<file path="src/rtl/vga_dec_pkg.sv">
package vga_dec_pkg;
  typedef struct packed {
    logic vid_mem;
    logic mono_mem;
    logic vid_io;
    logic mono_io;
  } acc_class_t;

  localparam logic [19:0] VID_MEM_LO  = 20'hA0000;
  localparam logic [19:0] VID_MEM_HI  = 20'hBFFFF;
  localparam logic [19:0] MONO_MEM_LO = 20'hB0000;
  localparam logic [19:0] MONO_MEM_HI = 20'hB7FFF;
endpackage

</file>
<file path="src/rtl/vga_dec_classify.sv">
module vga_dec_classify
  import vga_dec_pkg::*;
#(
  parameter int AW = 32
) (
  input  logic          is_io_i,
  input  logic [AW-1:0] addr_i,
  input  logic          decode16_i,
  output acc_class_t    cls_o
);
  localparam logic [AW-1:0] VLO = AW'(VID_MEM_LO);
  localparam logic [AW-1:0] VHI = AW'(VID_MEM_HI);
  localparam logic [AW-1:0] MLO = AW'(MONO_MEM_LO);
  localparam logic [AW-1:0] MHI = AW'(MONO_MEM_HI);

  logic [9:0] port_lo;
  logic       hi_ok;
  logic       vid_port;
  logic       mono_port;

  assign port_lo = addr_i[9:0];
  // 10-bit decode aliases every 1 KB of I/O space
  assign hi_ok   = !decode16_i || (addr_i[15:10] == 6'd0);

  always_comb begin
    vid_port = ((port_lo >= 10'h3B0) && (port_lo <= 10'h3BB)) ||
               ((port_lo >= 10'h3C0) && (port_lo <= 10'h3DF));
    unique case (port_lo)
      10'h3B4, 10'h3B5, 10'h3B8,
      10'h3B9, 10'h3BA, 10'h3BF: mono_port = 1'b1;
      default:                   mono_port = 1'b0;
    endcase
  end

  always_comb begin
    cls_o.vid_mem  = !is_io_i && (addr_i >= VLO) && (addr_i <= VHI);
    cls_o.mono_mem = !is_io_i && (addr_i >= MLO) && (addr_i <= MHI);
    cls_o.vid_io   = is_io_i && hi_ok && vid_port;
    cls_o.mono_io  = is_io_i && hi_ok && mono_port;
  end
endmodule

</file>
<file path="src/rtl/vga_dec_port_pick.sv">
module vga_dec_port_pick #(
  parameter int NPORT = 2
) (
  input  logic [NPORT-1:0] en_i,
  output logic [NPORT-1:0] sel_o,
  output logic             any_o
);
  logic [NPORT:0] seen;

  assign seen[0] = 1'b0;
  for (genvar g = 0; g < NPORT; g++) begin : g_pick
    assign sel_o[g]    = en_i[g] & ~seen[g];
    assign seen[g + 1] = seen[g] | en_i[g];
  end
  assign any_o = seen[NPORT];
endmodule

</file>
<file path="src/rtl/vga_legacy_decoder.sv">
module vga_legacy_decoder
  import vga_dec_pkg::*;
#(
  parameter int AW    = 32,
  parameter int NPORT = 2
) (
  input  logic             clk_i,
  input  logic             rst_ni,
  input  logic             req_valid_i,
  input  logic             is_io_i,
  input  logic [AW-1:0]    addr_i,
  input  logic [NPORT-1:0] vga_en_i,
  input  logic             mda_present_i,
  input  logic             decode16_i,
  input  logic             igd_en_i,
  output logic             dest_valid_o,
  output logic [NPORT+1:0] dest_o
);
  localparam int DW = NPORT + 2;

  acc_class_t       cls;
  logic [NPORT-1:0] port_sel;
  logic             port_any;
  logic             vid_hit;
  logic             mono_hit;
  logic [DW-1:0]    dest_nxt;

  vga_dec_classify #(.AW(AW)) u_cls (
    .is_io_i   (is_io_i),
    .addr_i    (addr_i),
    .decode16_i(decode16_i),
    .cls_o     (cls)
  );

  vga_dec_port_pick #(.NPORT(NPORT)) u_pick (
    .en_i (vga_en_i),
    .sel_o(port_sel),
    .any_o(port_any)
  );

  assign vid_hit  = cls.vid_mem | cls.vid_io;
  assign mono_hit = cls.mono_mem | cls.mono_io;

  // on-chip target first, then bridge ports, downstream last
  always_comb begin
    dest_nxt = '0;
    if ((mda_present_i && mono_hit) || !vid_hit) dest_nxt[DW-1] = 1'b1;
    else if (igd_en_i)                           dest_nxt[0] = 1'b1;
    else if (port_any)                           dest_nxt[NPORT:1] = port_sel;
    else                                         dest_nxt[DW-1] = 1'b1;
  end

  always_ff @(posedge clk_i or negedge rst_ni) begin
    if (!rst_ni) begin
      dest_valid_o <= 1'b0;
      dest_o       <= '0;
    end else begin
      dest_valid_o <= req_valid_i;
      dest_o       <= req_valid_i ? dest_nxt : '0;
    end
  end
endmodule

</file>
<file path="config.mk">
export PLATFORM = sky130hd
export DESIGN_NAME = vga_legacy_decoder
export DESIGN_NICKNAME = d
export VERILOG_FILES = /design/src/rtl/vga_dec_pkg.sv /design/src/rtl/vga_dec_classify.sv /design/src/rtl/vga_dec_port_pick.sv /design/src/rtl/vga_legacy_decoder.sv
export SDC_FILE = /design/constraint.sdc
export NUM_CORES = 1
export LEC_CHECK = 0
export ABC_AREA = 0
export ABC_CLOCK_PERIOD_IN_PS = 800
export BUFFER_PORTS_ARGS = -buffer_cell sky130_fd_sc_hd__buf_2
export CORE_AREA = 2 2 39 41
export CTS_CLUSTER_SIZE = 24
export DETAILED_ROUTE_END_ITERATION = 6
export DIE_AREA = 0 0 41 43
export GPL_TIMING_DRIVEN = 0
export PLACE_DENSITY = 0.81
export SETUP_SLACK_MARGIN = 0.05
export SLEW_MARGIN = 10
export SYNTH_ARGS = -nofsm -noshare
export SYNTH_HDL_FRONTEND = slang
export SYNTH_SLANG_ARGS = --single-unit
</file>
<file path="constraint.sdc">
create_clock -name clk_i -period 0.8 [get_ports clk_i]
set_clock_uncertainty 0.05 [all_clocks]
set_input_delay 0.08 -clock clk_i [delete_from_list [all_inputs] [get_ports clk_i]]
set_output_delay 0.08 -clock clk_i [all_outputs]
set_load 0.01 [all_outputs]
</file>
======== Yosys cells after proc, flatten, opt, wreduce, memory -nomap -nowiden ========
Cells that the tools add are included.
storage, ports and cells
  bits in registers ....................... 5
  word-level logic and storage cells ...... 47
  output and inout port bits .............. 5
  input port bits ......................... 41
cells by class
  order comparisons ....................... 8
  eq/ne operators ......................... 6
  reduce and logical (&&, ||, !) cells .... 18
  multiplexer cells ....................... 8
  bitwise operators ....................... 5
operator list
  kind                                                                                   count
  32-bit by 20-bit greater-or-equal comparator with 1-bit output, second input constant  2
  32-bit by 20-bit less-or-equal comparator with 1-bit output, second input constant     2
  10-bit == test, second input constant                                                  6
  10-bit greater-or-equal comparator, second input constant                              2
  10-bit less-or-equal comparator, second input constant                                 2
  1-bit logical AND                                                                      10
  6-bit logical NOT                                                                      1
  3-bit two-way mux                                                                      2
  6-bit OR reduction                                                                     1
  1-bit two-way mux                                                                      4
  4-bit two-way mux                                                                      1
  1-bit logical NOT                                                                      3
  1-bit logical OR                                                                       3
  1-bit OR                                                                               3
  2-bit two-way mux                                                                      1
  1-bit AND                                                                              1
  1-bit NOT                                                                              1

======== Longest topological paths before layout ========
  depth in word-level cells ............... 9
  depth in mapped cells ................... 5
  depth with buffers taken out ............ 5

======== By module ========
A second synthesis with hierarchy kept.
unflattened totals
  cells, all modules ...................... 39
  area, all modules ....................... 355.3 µm²
modules (own cells, without submodules)
  module              sequential area each (µm²)  instances  area each (µm²)  cells an instance
  vga_legacy_decoder  125.1                       1          187.7            14
  vga_dec_classify    0.0                         1          147.6            22
  vga_dec_port_pick   0.0                         1          20.0             3

======== Worst setup path after synthesis ========
No wires, ideal clock.
  path type ............................... input -> register
  start ................................... in addr_i[13]
  end ..................................... reg dest_o[3]
  data required time ...................... 0.626 ns
  buffers on the path ..................... 0
  path slack .............................. -0.808 ns
  library setup time ...................... 0.124 ns
  stages on the path ...................... 5
  arrival time ............................ 1.434 ns
  path through ............................ or4b_1 > o41ai_2 > o21ai_1 > o22a_1 > o31a_1
on the way
  cells in the longest elaborated chain, start to end .. 9
  elaborated cells on any way between the ends .. 20
  classes of those cells .................. order compare: 4; mux: 2; bitwise: 2; reduce/logical: 12
ends and longest elaborated chain
  element                                                                                                 line                      source
  from (decl)                                                                                             vga_legacy_decoder.sv:11  input logic [AW-1:0] addr_i,
  branches (longest 6 deep; another with 32-bit by 20-bit greater-or-equal comparator with 1-bit output)  -
  1-bit logical OR (*)                                                                                    vga_legacy_decoder.sv:47  if ((mda_present_i && mono_hit) || !vid_hit) dest_nxt[DW-1] = 1'b1;
  1-bit two-way mux (*)                                                                                   vga_legacy_decoder.sv:47
  4-bit two-way mux (*)                                                                                   vga_legacy_decoder.sv:59  dest_o <= req_valid_i ? dest_nxt : '0;
  to (signal assigned)                                                                                    vga_legacy_decoder.sv:59
  to (decl)                                                                                               vga_legacy_decoder.sv:17  output logic [NPORT+1:0] dest_o
Every way passes the cells marked *.

======== Final worst setup path ========
Ends and elaborated chain as after synthesis.

==> flow_summary_export.csv <==
group,metric,value,unit
die,die_x,41,µm
pwr,pwr-share-clk,0.376,
setup_path,cp_max_fo,2,
synth,yosysUniqueCellTypes,22,
cells_and_area,finalNetCount,133,
synth,synth-main-ff-cell,"dfrtp_1",
pwr,p_int,0.000566,W
timing,max_freq,689,MHz
timing,rsz0062_at_grt,"true",
detailed_routing,drt_iter0_markers,3,
clock_tree,clock-sinks,5,
pwr,power.total,0.000740,W
setup_path,crit_path_end,"dest_o[3]",
clock_tree,clockBufferDepth,2,
cells_and_area,drive_above_1_share,0.615,
synth,yosysSeqAreaShare,0.357,
die,core_area,0.00138,mm²
cells_and_area,final_util,0.521,
timing,tns,-2.70,ns
placement,port_buffers,45,
detailed_routing,drcViolationCount,0,
die,start_util,0.253,
synth,synth.avg_cell_area,8.98,µm²
timing,relSlewSlack,0.845,
pwr,leakagePower,0.357,nW
pwr,power_frac_comb,0.270,
grt,grt_pass1_wl,1.80,mm
detailed_routing,drt-vias-per-instance,4.77,
timing,min_period,1.45,ns
die,ios,46,
synth,yosys.area.top_type,"dfrtp_1",
clock_tree,cts_buffers,3,
placement,routabilityCongestion,0.644,
pwr,p_switching,0.000174,W
setup_path,critPathLaunchType,"input port",
setup_path,end_kind,"register",
hold_path,holdCritPathClass,"input port to register",
timing,max_slew.worst_pin.slew,0.232,ns
detailed_routing,avgRoutedWirePerCell,11.0,µm
clock_tree,clk_pin_slew,0.04,ns
detailed_routing,ant_nets,0,
synth,syn_area,350,µm²
synth,synthTopCellsByArea,"dfrtp_1, nor3_1, nor4_1",
detailed_routing,first_pass_iters,2,
setup_path,cp.required,0.87,ns
timing,drv_slew,0,
placement,dp_cells,100,
pwr,powerDensity,1030,mW/mm²
clock_tree,cts_tree,"yes",
die,rows,14,
cells_and_area,multi_input_area,268,µm²
hold_path,whs_path_depth,2,
detailed_routing,num_vias,510,
outcome,status,"finished, violations left",
cells_and_area,antenna_cells,0,
die,die_h,43,µm
setup_path,setup.worst_path.start,"addr_i[13]",
timing,setup_viol,9,
setup_path,critical_path_class,"input port to register",
grt,grt_antenna_before_repair,0,
die,die-area,0.00176,mm²
synth,yosys_register_bits,5,
clock_tree,cts-root-buf,"clkbuf_4",
grt,grt_usage,0.150,
cells_and_area,fin_cells,107,
synth,async_flop_share,1.00,
synth,synth-edff-count,0,
placement,dp_worst_setup_slack,-0.983,ns
cells_and_area,fillers,126,
timing,hold_violations,0,
outcome,violations,"negative setup slack",
pwr,seq_power_share,0.354,
placement,dp.final_hpwl,963,µm
synth,yosys_warnings,0,
synth,syn-num-nets,80,
pwr,swShare,0.235,
grt,grt_pass1_vias,528,
detailed_routing,wirelength,1.17,mm
synth,yosysTopAreaCellShare,0.357,
cells_and_area,syn_to_final_growth,106,%
clock_tree,h-tree-depth,1,
synth,syn-instance-count,39,
timing,fin_ws,-0.651,ns
grt,overflow,0,
timing,period_share,1.81,
run,maxCapViolations,0,
cells_and_area,regArea,125,µm²
setup_path,worstPathArrival,1.52,ns
synth,synth_top_cells_by_count,"dfrtp_1, nor3_1, nand2_1, nor2_1, nor4_1",
grt,grt_max_degree,6,
hold_path,min_from,"req_valid_i",
pwr,ir_drop,0.429,mV
-- worst min path at each step --
stage	endpoint	slack, ns
after floorplan	dest_o[0]	-0.27
after global placement	dest_valid_o	-0.16
after detailed placement	dest_valid_o	-0.15
after CTS	dest_o[0]	0.04
after global routing	dest_o[3]	0.05
final	dest_o[3]	0.05
-- critical path, cell delays in order --
cell     delay (ns)
buf_6          0.09
or4b_4         0.55
o41ai_4        0.22
o21ai_1        0.10
o22a_1         0.24
o31a_1         0.24
-- flip-flops by register name (all words and copies together), names as in the netlist --
name,cells
dest_valid_o,1
dest_o,4
-- repair_timing --
action | CTS | global route
buffers inserted | 1 | 0
endpoints found under the hold margin | 6 | 0
endpoints found under the setup margin | 9 | 9
resized for setup | 4 | 8
pin swaps | 3 | 2
hold buffers | 2 | 0
-- stage by stage --
stage | hold slack, ns | area [µm²]
after global routing | 0.0515 | 721
after CTS | 0.0396 | 669
final | 0.0546 | 721
after floorplan | -0.266 | 350
after global placement | -0.157 | 596
after detailed placement | -0.152 | 596
-- cells by family (layout without fill, tap and decap cells) --
family                 count (synthesis)  after routing  share of synthesized area
AND/OR/NAND/NOR                       26             26                      0.446
AO/OA/AOI/OAI                          7              7                      0.171
flip-flops                             5              5                      0.357
XOR/XNOR                               1              1                     0.0250
buffers and inverters                  0             52                          0
-- power groups by stage --
| stage | clock network [W] | registers, W | logic (W) |
|---|---|---|---|
| final | 0.000278 | 0.000261 | 0.000200 |
| after global routing | 0.000307 | 0.000262 | 0.000223 |
| after CTS | 0.000296 | 0.000261 | 0.000187 |
| after detailed placement | 0 | 0.000264 | 0.000173 |
| after global placement | 0 | 0.000264 | 0.000166 |
| after floorplan | 0 | 0.000268 | 0.0000434 |
-- final cells by class --
cell class / instances / share of cell area
repair buffers: 48 / 0.391
multi-input cells: 34 / 0.372
flip-flops and latches: 5 / 0.174
clock buffers: 4 / 0.0365
well taps: 16 / 0.0278
-- layer usage --
metal  up-vias  track usage  part of all wire
li1        261            -                 -
met1       222        0.122              0.31
met2        25        0.291              0.58
met3         2       0.0157             0.090
met4         0        0.107             0.012
met5         -            0                 0
-- cell usage in the layout, fill, tap and decap left out, drive strengths merged --
| cell type | netlist | layout |
|---|---|---|
| o41ai | 1 | 1 |
| dfrtp | 5 | 5 |
| nand3 | 2 | 2 |
| nor3 | 5 | 5 |
| o31a | 1 | 1 |
| nor2 | 3 | 3 |
| nor4 | 3 | 3 |
| xnor2 | 1 | 1 |
| nand4 | 2 | 2 |
| nand2 | 4 | 4 |
| dlygate4sd3 | 0 | 2 |
| or4b | 1 | 1 |
| and4b | 1 | 1 |
| o22a | 1 | 1 |
| nand3b | 1 | 1 |
| buf | 0 | 46 |
| or2b | 1 | 1 |
| o21ai | 2 | 2 |
| o2bb2ai | 1 | 1 |
| and4 | 1 | 1 |
| and3b | 1 | 1 |
| clkbuf | 0 | 4 |
| nand4b | 1 | 1 |
| a211oi | 1 | 1 |
(Power assumes the default switching activity.)
